File: config.mk
export PLATFORM = sky130hd
export DESIGN_NAME = sdram_burst_seq
export DESIGN_NICKNAME = d
export VERILOG_FILES = /design/src/rtl/sdram_burst_pkg.sv /design/src/rtl/burst_len_dec.sv /design/src/rtl/col_addr_gen.sv /design/src/rtl/rd_valid_pipe.sv /design/src/rtl/sdram_burst_seq.sv
export SDC_FILE = /design/constraint.sdc
export NUM_CORES = 1
export LEC_CHECK = 0
export CORE_ASPECT_RATIO = 0.6
export CORE_MARGIN = 2
export CORE_UTILIZATION = 45
export CTS_CLUSTER_SIZE = 28
export DETAILED_ROUTE_END_ITERATION = 12
export GPL_ROUTABILITY_DRIVEN = 0
export PLACE_DENSITY = 0.72
export SYNTH_ARGS = -nofsm -noshare
export SYNTH_HDL_FRONTEND = slang
export SYNTH_SLANG_ARGS = --single-unit
File: constraint.sdc
create_clock -name clk_i -period 2.3 [get_ports clk_i]
set_input_delay 0.345 -clock clk_i [delete_from_list [all_inputs] [get_ports clk_i]]
set_output_delay 0.345 -clock clk_i [all_outputs]
set_load 0.01 [all_outputs]
File: src/rtl/sdram_burst_pkg.sv
package sdram_burst_pkg;
  localparam logic [2:0] CMD_NOP  = 3'd0;
  localparam logic [2:0] CMD_RD   = 3'd1;
  localparam logic [2:0] CMD_WR   = 3'd2;
  localparam logic [2:0] CMD_STOP = 3'd3;
  localparam logic [2:0] CMD_PRE  = 3'd4;

  typedef enum logic [2:0] {
    BL_1    = 3'b000,
    BL_2    = 3'b001,
    BL_4    = 3'b010,
    BL_8    = 3'b011,
    BL_PAGE = 3'b111
  } bl_code_e;
endpackage

File: src/rtl/burst_len_dec.sv
module burst_len_dec
  import sdram_burst_pkg::*;
#(
  parameter int COL_W = 8
) (
  input  logic [2:0]       code_i,
  input  logic             wr_one_i,
  output logic [COL_W-1:0] mask_o,
  output logic             full_o
);
  always_comb begin
    mask_o = '0;
    full_o = 1'b0;
    case (code_i)
      BL_2:    mask_o = COL_W'(1);
      BL_4:    mask_o = COL_W'(3);
      BL_8:    mask_o = COL_W'(7);
      BL_PAGE: begin
        mask_o = '1;
        full_o = 1'b1;
      end
      default: mask_o = '0;
    endcase
    if (wr_one_i) begin
      mask_o = '0;
      full_o = 1'b0;
    end
  end
endmodule

File: src/rtl/col_addr_gen.sv
module col_addr_gen #(
  parameter int COL_W = 8
) (
  input  logic [COL_W-1:0] start_i,
  input  logic [COL_W-1:0] beat_i,
  input  logic [COL_W-1:0] mask_i,
  input  logic             ilv_i,
  output logic [COL_W-1:0] col_o
);
  logic [COL_W-1:0] low;

  // full page has an all-ones mask, so the sequential sum covers the wrap
  always_comb begin
    low   = ilv_i ? (start_i ^ beat_i) : (start_i + beat_i);
    col_o = (start_i & ~mask_i) | (low & mask_i);
  end
endmodule

File: src/rtl/rd_valid_pipe.sv
module rd_valid_pipe #(
  parameter int MAX_CL = 3
) (
  input  logic       clk_i,
  input  logic       rst_ni,
  input  logic [1:0] cl_i,
  input  logic       beat_i,
  output logic       valid_o
);
  logic [MAX_CL-1:0] sr_q;
  logic [1:0]        lat;

  always_ff @(posedge clk_i or negedge rst_ni) begin
    if (!rst_ni) sr_q <= '0;
    else         sr_q <= {sr_q[MAX_CL-2:0], beat_i};
  end

  always_comb begin
    lat     = (cl_i == 2'd3) ? 2'd3 : 2'd2;
    valid_o = sr_q[lat - 2'd1];
  end

  assert_valid_cl2_R8: assert property (@(posedge clk_i) disable iff (!rst_ni)
    (cl_i != 2'd3 && valid_o) |-> $past(beat_i, 2));
  assert_valid_cl3_R8: assert property (@(posedge clk_i) disable iff (!rst_ni)
    (cl_i == 2'd3 && valid_o) |-> $past(beat_i, 3));
endmodule

File: src/rtl/sdram_burst_seq.sv
module sdram_burst_seq
  import sdram_burst_pkg::*;
#(
  parameter int COL_W  = 8,
  parameter int MAX_CL = 3
) (
  input  logic             clk_i,
  input  logic             rst_ni,
  input  logic [2:0]       bl_code_i,
  input  logic             ilv_i,
  input  logic             wr_single_i,
  input  logic [1:0]       cas_lat_i,
  input  logic [2:0]       cmd_i,
  input  logic [COL_W-1:0] cmd_col_i,
  input  logic             cmd_ap_i,
  output logic [COL_W-1:0] col_o,
  output logic             active_o,
  output logic             rd_valid_o,
  output logic             err_o
);
  logic             act_q, rd_q, ap_q, ilv_q, full_q, err_q;
  logic [COL_W-1:0] start_q, beat_q, mask_q;
  logic [COL_W-1:0] dec_mask;
  logic             dec_full;
  logic             is_col, is_pre, is_stop, locked, take_col, end_now, rd_beat;

  always_comb begin
    is_col   = (cmd_i == CMD_RD) || (cmd_i == CMD_WR);
    is_pre   = (cmd_i == CMD_PRE);
    is_stop  = (cmd_i == CMD_STOP);
    locked   = act_q && ap_q;
    take_col = is_col && !locked;
    end_now  = is_stop || (is_pre && !locked);
    rd_beat  = act_q && rd_q && !end_now;
  end

  burst_len_dec #(.COL_W(COL_W)) u_dec (
    .code_i  (bl_code_i),
    .wr_one_i(wr_single_i && (cmd_i == CMD_WR)),
    .mask_o  (dec_mask),
    .full_o  (dec_full)
  );

  always_ff @(posedge clk_i or negedge rst_ni) begin
    if (!rst_ni) begin
      act_q   <= 1'b0;
      rd_q    <= 1'b0;
      ap_q    <= 1'b0;
      ilv_q   <= 1'b0;
      full_q  <= 1'b0;
      err_q   <= 1'b0;
      start_q <= '0;
      beat_q  <= '0;
      mask_q  <= '0;
    end else begin
      err_q <= (is_col || is_pre) && locked;
      if (take_col) begin
        act_q   <= 1'b1;
        rd_q    <= (cmd_i == CMD_RD);
        ap_q    <= cmd_ap_i;
        ilv_q   <= ilv_i && !dec_full;
        full_q  <= dec_full;
        mask_q  <= dec_mask;
        start_q <= cmd_col_i;
        beat_q  <= '0;
      end else if (end_now) begin
        act_q <= 1'b0;
      end else if (act_q) begin
        if (!full_q && beat_q == mask_q) act_q  <= 1'b0;
        else                             beat_q <= beat_q + 1'b1;
      end
    end
  end

  col_addr_gen #(.COL_W(COL_W)) u_addr (
    .start_i(start_q),
    .beat_i (beat_q),
    .mask_i (mask_q),
    .ilv_i  (ilv_q),
    .col_o  (col_o)
  );

  rd_valid_pipe #(.MAX_CL(MAX_CL)) u_pipe (
    .clk_i  (clk_i),
    .rst_ni (rst_ni),
    .cl_i   (cas_lat_i),
    .beat_i (rd_beat),
    .valid_o(rd_valid_o)
  );

  assign active_o = act_q;
  assign err_o    = err_q;

  assert_start_col_R6: assert property (@(posedge clk_i) disable iff (!rst_ni)
    take_col |=> (active_o && col_o == $past(cmd_col_i)));
  assert_cut_ends_R7: assert property (@(posedge clk_i) disable iff (!rst_ni)
    end_now |=> !active_o);
  assert_page_wrap_R4: assert property (@(posedge clk_i) disable iff (!rst_ni)
    (act_q && full_q && cmd_i == CMD_NOP) |=>
      (active_o && col_o == COL_W'($past(col_o) + 1'b1)));
  assert_locked_keeps_R9: assert property (@(posedge clk_i) disable iff (!rst_ni)
    (locked && is_col) |=> (start_q == $past(start_q) && ap_q));
endmodule

======== Word-level counts from Yosys, hierarchy flattened ========
Index checks and enable logic that the tools add are counted.
word-level totals
  register bits after elaboration ......... 33
  output and inout bits ................... 11
  word-level logic and storage cells ...... 65
operators by class
  add/sub/neg operators ................... 3
  order comparisons ....................... 1
  equality and inequality tests ........... 12
  muxes and demuxes ....................... 16
  bitwise logic cells ..................... 5
  reduce and logical (&&, ||, !) cells .... 18
operator list
  operator               number
  $mux W8                6
  $pmux W8 S4            1
  $and A8 B8 Y8          2
  $eq A3 B2 Y1 const B   4
  $logic_and A1 B1 Y1    9
  $add A8 B1 Y8 const B  1
  $add A8 B8 Y8          1
  $eq A8 B8 Y1           1
  $mux W1                8
  $not A8 Y8             1
  $or A8 B8 Y8           1
  $xor A8 B8 Y8          1
  $eq A3 B1 Y1 const B   2
  $eq A3 B3 Y1 const B   2
  $logic_not A1 Y1       4
  $ne A2 B2 Y1 const B   2
  $logic_or A1 B1 Y1     3
  $lt A2 B3 Y1 const B   1
  $reduce_and A3 Y1      1
  $bmux W1 S2            1
  $eq A2 B2 Y1 const B   1
  $reduce_bool A2 Y1     1
  $sub A2 B1 Y2 const B  1

======== Depth between registers and ports, before layout ========
Gate-level depths: netlist (run 1).
  word-level depth ........................ 6
  mapped depth ............................ 8
  mapped depth without buffers ............ 8

======== By module ========
Synthesis (run 1) repeated with hierarchy kept, for this count alone.
unflattened totals
  cells, all modules ...................... 235
  area, all modules ....................... 2067.0 µm²
modules (own cells, without submodules)
  module           instances  cells an instance  area each (µm²)
  sdram_burst_seq  1          157                1461.4
  col_addr_gen     1          61                 420.4
  rd_valid_pipe    1          5                  93.8
  burst_len_dec    1          12                 91.3

======== Worst setup path after synthesis (run 1) ========
OpenSTA, ideal clock, no wires.
  kind .................................... reg-to-output
  from .................................... reg beat_q[0]
  to ...................................... out col_o[6]
  arrival time ............................ 1963 ps
  setup slack ............................. -8 ps
  stages on the path, launching flop included .. 9
  path buffers ............................ 0
  cells stage by stage .................... dfrtp_1 ha_1 inv_1 fa_1 nand2b_1 a211oi_1 a31oi_1 xnor2_1 mux2_2
between the ends
  cells in the longest elaborated chain, start to end .. 4
ends and longest elaborated chain
  what                    RTL line               text
  start, declared         sdram_burst_seq.sv:22  logic [COL_W-1:0] start_q, beat_q, mask_q;
  start signal, assigned  sdram_burst_seq.sv:70  else beat_q <= beat_q + 1'b1;
  $add A8 B8 Y8           col_addr_gen.sv:14     low = ilv_i ? (start_i ^ beat_i) : (start_i + beat_i);
  $mux W8                 col_addr_gen.sv:14
  $and A8 B8 Y8           col_addr_gen.sv:15     col_o = (start_i & ~mask_i) | (low & mask_i);
  $or A8 B8 Y8            col_addr_gen.sv:15
  end, declared           sdram_burst_seq.sv:16  output logic [COL_W-1:0] col_o,
No other way between the ends.

======== Worst setup path in the final report (run 1) ========
Same ends and word-level chain as after synthesis.

==> reports/qor.txt, run 1 <==
Final worst path period share = 115%
Filler instances = 339
Routed len/inst = 14.2 um
Clk buf depth = 2
H-tree Lvls = 2
ANT cells = 0
Final hold vios = 0
P_leak = 1.28 nW
Worst VDD drop = 0.422 mV
Num CTS Buffers = 5
I/O Pins = 32
Status = finished, violations left
Share of async-settable or async-resettable flops after synthesis = 100%
PortBufs = 31
Main area contributors after synthesis = dfrtp_1 39%, nand2_1 9.2%, ha_1 5.3%, nor2_1 3.8%, a21oi_1 3.2%
Worst skew pair latency = 0.28 ns
Post-Syn Nets = 245
Worst setup margin = -0.335 ns
Pwr/cell area = 1030 nW/um2
Main synth FF type = dfrtp_1
Critical path class = reg -> out
Leading area contributor after synthesis = dfrtp_1
Register area share after synthesis = 38.7%
CTS tree = built
Crit path max fanout = 2
Syn. warnings = 0
Iteration-0 DRC Markers = 88
CTS clock-pin slew for the worst setup and hold paths = 0.07 ns
Syn Area/Cell = 8.72 um2
Worst slew margin = 54.6%
Unrepaired setup endpoints after global routing = yes
Nets = 315
Drt first pass iters = 4
Worst Tran Pin Value = 0.672 ns
WHS = 0.367 ns
Initial antenna violation count = 0
CP Launch Type = flip-flop
Violated checks = negative setup slack
Slew Limit Fails = 0
Final setup viols = 5
Global-route wire length before repair = 7500 um
Crit. End Element = output pin
Number of synthesized register bits = 29
Hold Crit Class = reg -> reg
Yosys top cell area share = 38.7%
Routed vias = 1796
Min cycle time layout = 2.63 ns
Cell variety after synth = 45
GRT Residual Overflow = 0
Largest net degree at the start of global routing = 30
Maxcap violations = 0
Row count = 18
Top post-synthesis cells by count = 46 x nand2_1, 29 x dfrtp_1, 19 x nor2_1, 12 x a21oi_1, 12 x inv_1
DR DRC count = 0
Vias in the first global route = 1639
Cells after synthesis = 215
DP HPWL = 3480 um
WL final = 4760 um
Syn Std Cell Area = 1870 um2
Post-DRT Antenna Nets = 0
Core footprint = 4050 um2
DR vias/cell = 5.35
Layout cell share with drive strength beyond 1 = 26.6%
Area Overhead vs Synth = 41.8%
Sink Count = 29
CP arrival = 2.29 ns
Clock Skew = 0.00729 ns
Cell Count, Final, Fillers Out = 336
Placed instance count = 321
Initial core utilization = 46.2%
Chip width = 87.3 um
GRT Total Usage = 21.2%
Most frequent cell after synthesis = nand2_1
Number of synthesized flops with an enable pin = 0
Die area = 4710 um2
Root buffer cell = clkbuf_8
Die height = 54.0 um
Fmax = 0.380 GHz
CP required = 1.96 ns
kinds of logic (layout without fill, tap and decap cells):
| group | after synthesis | after routing | share of synthesized area [%] |
|---|---|---|---|
| simple gates | 87 | 87 | 21.1 |
| compound gates | 54 | 54 | 21.9 |
| flops | 29 | 29 | 38.7 |
| buf+inv | 22 | 93 | 4.94 |
| xor+xnor | 11 | 11 | 5.14 |
| fa+ha+maj | 9 | 9 | 6.41 |
| mux | 3 | 3 | 1.80 |
final timing paths:
| path | start | end | slack (ns) | cells after the start |
|---|---|---|---|---|
| worst max-delay path | beat_q[0] | col_o[6] | -0.33 | 9 |
| worst min-delay path | u_pipe.sr_q[0] | u_pipe.sr_q[1] | 0.37 | 0 |
| worst max register to register | beat_q[4] | beat_q[2] | 0.39 | 6 |
| worst min register to register | u_pipe.sr_q[0] | u_pipe.sr_q[1] | 0.37 | 0 |
| max in group asynchronous | rst_ni | beat_q[7] | 1.56 | 2 |
| min in group asynchronous | rst_ni | start_q[1] | 0.46 | 2 |
state kept, by name, summed over array words and instances, names as in the netlist:
name,cells
beat_q,8
start_q,8
mask_q,4
u_pipe.sr_q,3
active_o,1
ap_q,1
err_o,1
full_q,1
ilv_q,1
rd_q,1
report_power, final:
part           total (W)  leakage [nW]  internal (W)  switching [W]
combinational    0.00152         0.853      0.000793       0.000727
clock           0.000407        0.0450      0.000209       0.000197
sequential      0.000808         0.377      0.000660       0.000148
total            0.00273          1.28       0.00166        0.00107
per-stage QoR:
stage | worst slack (ns) | area (um2) | setup TNS, ns | utilization (%) | power [W]
6_report | -0.335 | 2660 | -0.813 | 65.6 | 0.00273
5_1_grt | -0.406 | 2660 | -1.25 | 65.6 | 0.00292
4_1_cts | -0.347 | 2630 | -0.791 | 64.9 | 0.00268
3_5_place_dp | -0.452 | 2490 | -1.28 | 61.5 | 0.00220
3_3_place_gp | -0.391 | 2490 | -1.09 | 61.5 | 0.00217
2_1_floorplan | 0.0654 | 1880 | 0 | - | 0.00154
cell usage in the layout (no fill, tap or decap), drive strengths merged, types with 2 or more instances in the layout:
cell type	Yosys	layout
clkdlybuf4s50	0	24
mux2	3	3
o21ai	7	7
buf	10	47
o31ai	5	5
xnor2	5	5
xor2	6	6
nor2	19	19
nand2	46	46
dfrtp	29	29
nor2b	2	2
a21oi	14	14
ha	8	8
inv	12	12
and2	2	2
a41o	3	3
clkbuf	0	7
nor3	2	2
o21a	3	3
clkinv	0	2
o22ai	2	2
a21o	4	4
a31oi	7	7
or3	2	2
nand3	3	3
nand4	3	3
nand2b	2	2
a31o	2	2
cell type report:
type	count	area [um2]	area share, %
clock buffers	6	72.6	2.73
clock inverters	2	10.0	0.377
inverters	12	45.0	1.69
multi-input cells	164	1110	41.8
flip-flops and latches	29	726	27.3
well taps	50	62.6	2.35
repair buffers	73	631	23.7
routing by layer:
layer,track usage [%],up-vias,part of all wire (%)
met5,0,-,0
met4,4.10,0,0.29
met3,4.60,2,5.2
met2,34.1,47,44
met1,29.9,859,50
li1,-,888,-
critical path, cell delays in order (launching register included):
cell and delay [ns]:
dfrtp_1 0.36, ha_2 0.20, inv_2 0.04, fa_2 0.33
nand2b_4 0.16, a211oi_4 0.27, a31oi_1 0.14, xnor2_1 0.14
mux2_4 0.26, buf_6 0.12
timing repair:
item	CTS	global route
setup endpoints to repair	7	7
endpoints found under the hold margin	0	0
hold buffers	0	0
pin swaps	5	9
gates resized for setup	34	4
setup buffers	3	5
Power figures use the tool's default switching activity.
==> inputs of run 2 (changes only) <==
--- a/config.mk
+++ b/config.mk
@@ -8,10 +8,10 @@
 export CORE_ASPECT_RATIO = 0.6
 export CORE_MARGIN = 2
 export CORE_UTILIZATION = 45
-export CTS_CLUSTER_SIZE = 28
+export CTS_CLUSTER_SIZE = 40
 export DETAILED_ROUTE_END_ITERATION = 12
 export GPL_ROUTABILITY_DRIVEN = 0
-export PLACE_DENSITY = 0.72
+export PLACE_DENSITY = 0.7
 export SYNTH_ARGS = -nofsm -noshare
 export SYNTH_HDL_FRONTEND = slang
 export SYNTH_SLANG_ARGS = --single-unit
==> constraint.sdc (replaced) <==
create_clock -name clk_i -period 3 [get_ports clk_i]
set_input_delay 0.45 -clock clk_i [delete_from_list [all_inputs] [get_ports clk_i]]
set_output_delay 0.45 -clock clk_i [all_outputs]
set_load 0.01 [all_outputs]
==> run 2 against run 1 <==
Against the previous run:
- the flow now finishes without violations
- non-clock buffer count decreased by 34
- utilization decreased by 7.6 points
- via count decreased by 9.9%
- largest cell class unchanged
- highest routed layer unchanged
==> reports/qor.txt, run 2 (synthesized netlist as in run 1, its figures left out) <==
Worst Tran Pin Value = 0.758 ns
Row count = 18
Routed len/inst = 14.1 um
DR vias/cell = 5.36
CTS clock-pin slew for the worst setup and hold paths = 0.06 ns
Critical path, cell by cell = ha_2 -> inv_1 -> fa_2 -> nand2b_1 -> a211oi_2 -> a31oi_1 -> xnor2_1 -> mux2_2 -> dlygate4sd2_1
CP Launch Type = flip-flop
Critical path class = reg -> out
Initial core utilization = 46.2%
Final worst path period share = 95.3%
Worst skew pair latency = 0.28 ns
Post-CTS Setup Bufs = 0
Worst slew margin = 49.5%
Slew Limit Fails = 0
Crit. End Element = output pin
P_leak = 1.09 nW
Top flop regs = beat_q: 8 flops, start_q: 8 flops, mask_q: 4 flops
Sink Count = 29
Min cycle time layout = 2.86 ns
CP arrival = 2.41 ns
Post-DRT Antenna Nets = 0
Final hold vios = 0
I/O Pins = 32
Crit path max fanout = 3
Worst VDD drop = 0.299 mV
Largest net degree at the start of global routing = 30
Maxcap violations = 0
Status = completed
Area Overhead vs Synth = 25.4%
Commonest cells after routing, fill and taps aside = 46 x nand2_1, 29 x dfrtp_1, 27 x clkdlybuf4s50_1, 19 x nor2_1
Vias in the first global route = 1429
PortBufs = 31
Routed vias = 1619
ANT cells = 0
Clk buf depth = 2
H-tree Lvls = 2
Clock Skew = 0.00610 ns
CTS tree = built
Global-route wire length before repair = 7020 um
WL final = 4250 um
Num CTS Buffers = 5
Hold Crit Class = reg -> reg
Final Power = 0.00181 W
Setup TNS = 0 ns
Pre-CTS WS = 0.126 ns
Nets = 281
CP required = 2.55 ns
Fmax = 0.350 GHz
Root buffer cell = clkbuf_8
Layout cell share with drive strength beyond 1 = 12.3%
Buffer and inverter count on the worst path = 2
Die height = 54.0 um
Iteration-0 DRC Markers = 92
GRT Total Usage = 20.2%
Worst setup margin = 0.140 ns
Most common cell after layout, fill and taps aside = nand2_1
GRT Residual Overflow = 0
Initial antenna violation count = 0
DR DRC count = 0
Pwr/cell area = 768 nW/um2
Die area = 4710 um2
Unrepaired setup endpoints after global routing = no
Drt first pass iters = 4
Final setup viols = 0
CP peak stage delay = 0.37 ns
Chip width = 87.3 um
DP HPWL = 3160 um
Slowest cell on the critical path = dfrtp_1
Crit-path leading delay family = adder cells
WHS = 0.350 ns
Core footprint = 4050 um2
Fin util = 58.0%
==> run 2: cell count changes in the layout (fill, tap and decap cells not counted), sizes merged <==
cell	before	now
clkbuf	7	6
clkdlybuf4s50	24	27
dlygate4sd2	0	3
clkdlybuf4s15	1	0
dlymetal6s2s	0	1
buf	47	8
==> run 2: repair_timing <==
action | 4_1_cts | 5_1_grt
hold buffers | 0 | 0
endpoints found under the setup margin | 3 | 2
resized for setup | 4 | 3
pin swaps | 1 | 3
==> run 2: layout make-up <==
type                       count  area, um2
clock buffer                   6       72.6
clock inverter                 2       10.0
tap                           50       62.6
timing repair buffer          39        369
inverter                      12       45.0
sequential                    29        726
multi-input combinational    164       1070
fill                         372       1700
==> run 2: report_power, final <==
group	switching [W]	internal, W	total [W]
sequential	0.000129	0.000506	0.000635
combinational	0.000449	0.000416	0.000864
clock	0.000147	0.000160	0.000307
==> run 2: metal layers <==
metal | global-route usage, % | part of all wire (%) | up-vias
li1 | - | - | 820
met1 | 31.3 | 55 | 763
met2 | 26.3 | 39 | 32
met3 | 5.06 | 4.3 | 4
met4 | 7.69 | 1.1 | 0
met5 | 0 | 0 | -
==> run 2: worst paths after layout <==
check                                     from             end  cells after the start  slack (ns)
worst max register to register       mask_q[6]       beat_q[2]                      5        1.01
min in group asynchronous               rst_ni       beat_q[3]                      2        0.56
max in group asynchronous               rst_ni            rd_q                      2        2.16
worst min-delay path            u_pipe.sr_q[0]  u_pipe.sr_q[1]                      0        0.35
worst max-delay path                start_q[0]        col_o[6]                      9        0.14
worst min register to register  u_pipe.sr_q[0]  u_pipe.sr_q[1]                      0        0.35
==> run 2: metrics by stage <==
step	instances	area, um2
final	302	2350
after global routing	302	2350
after floorplan	215	1870
after global placement	294	2260
after CTS	302	2340
after detailed placement	294	2260
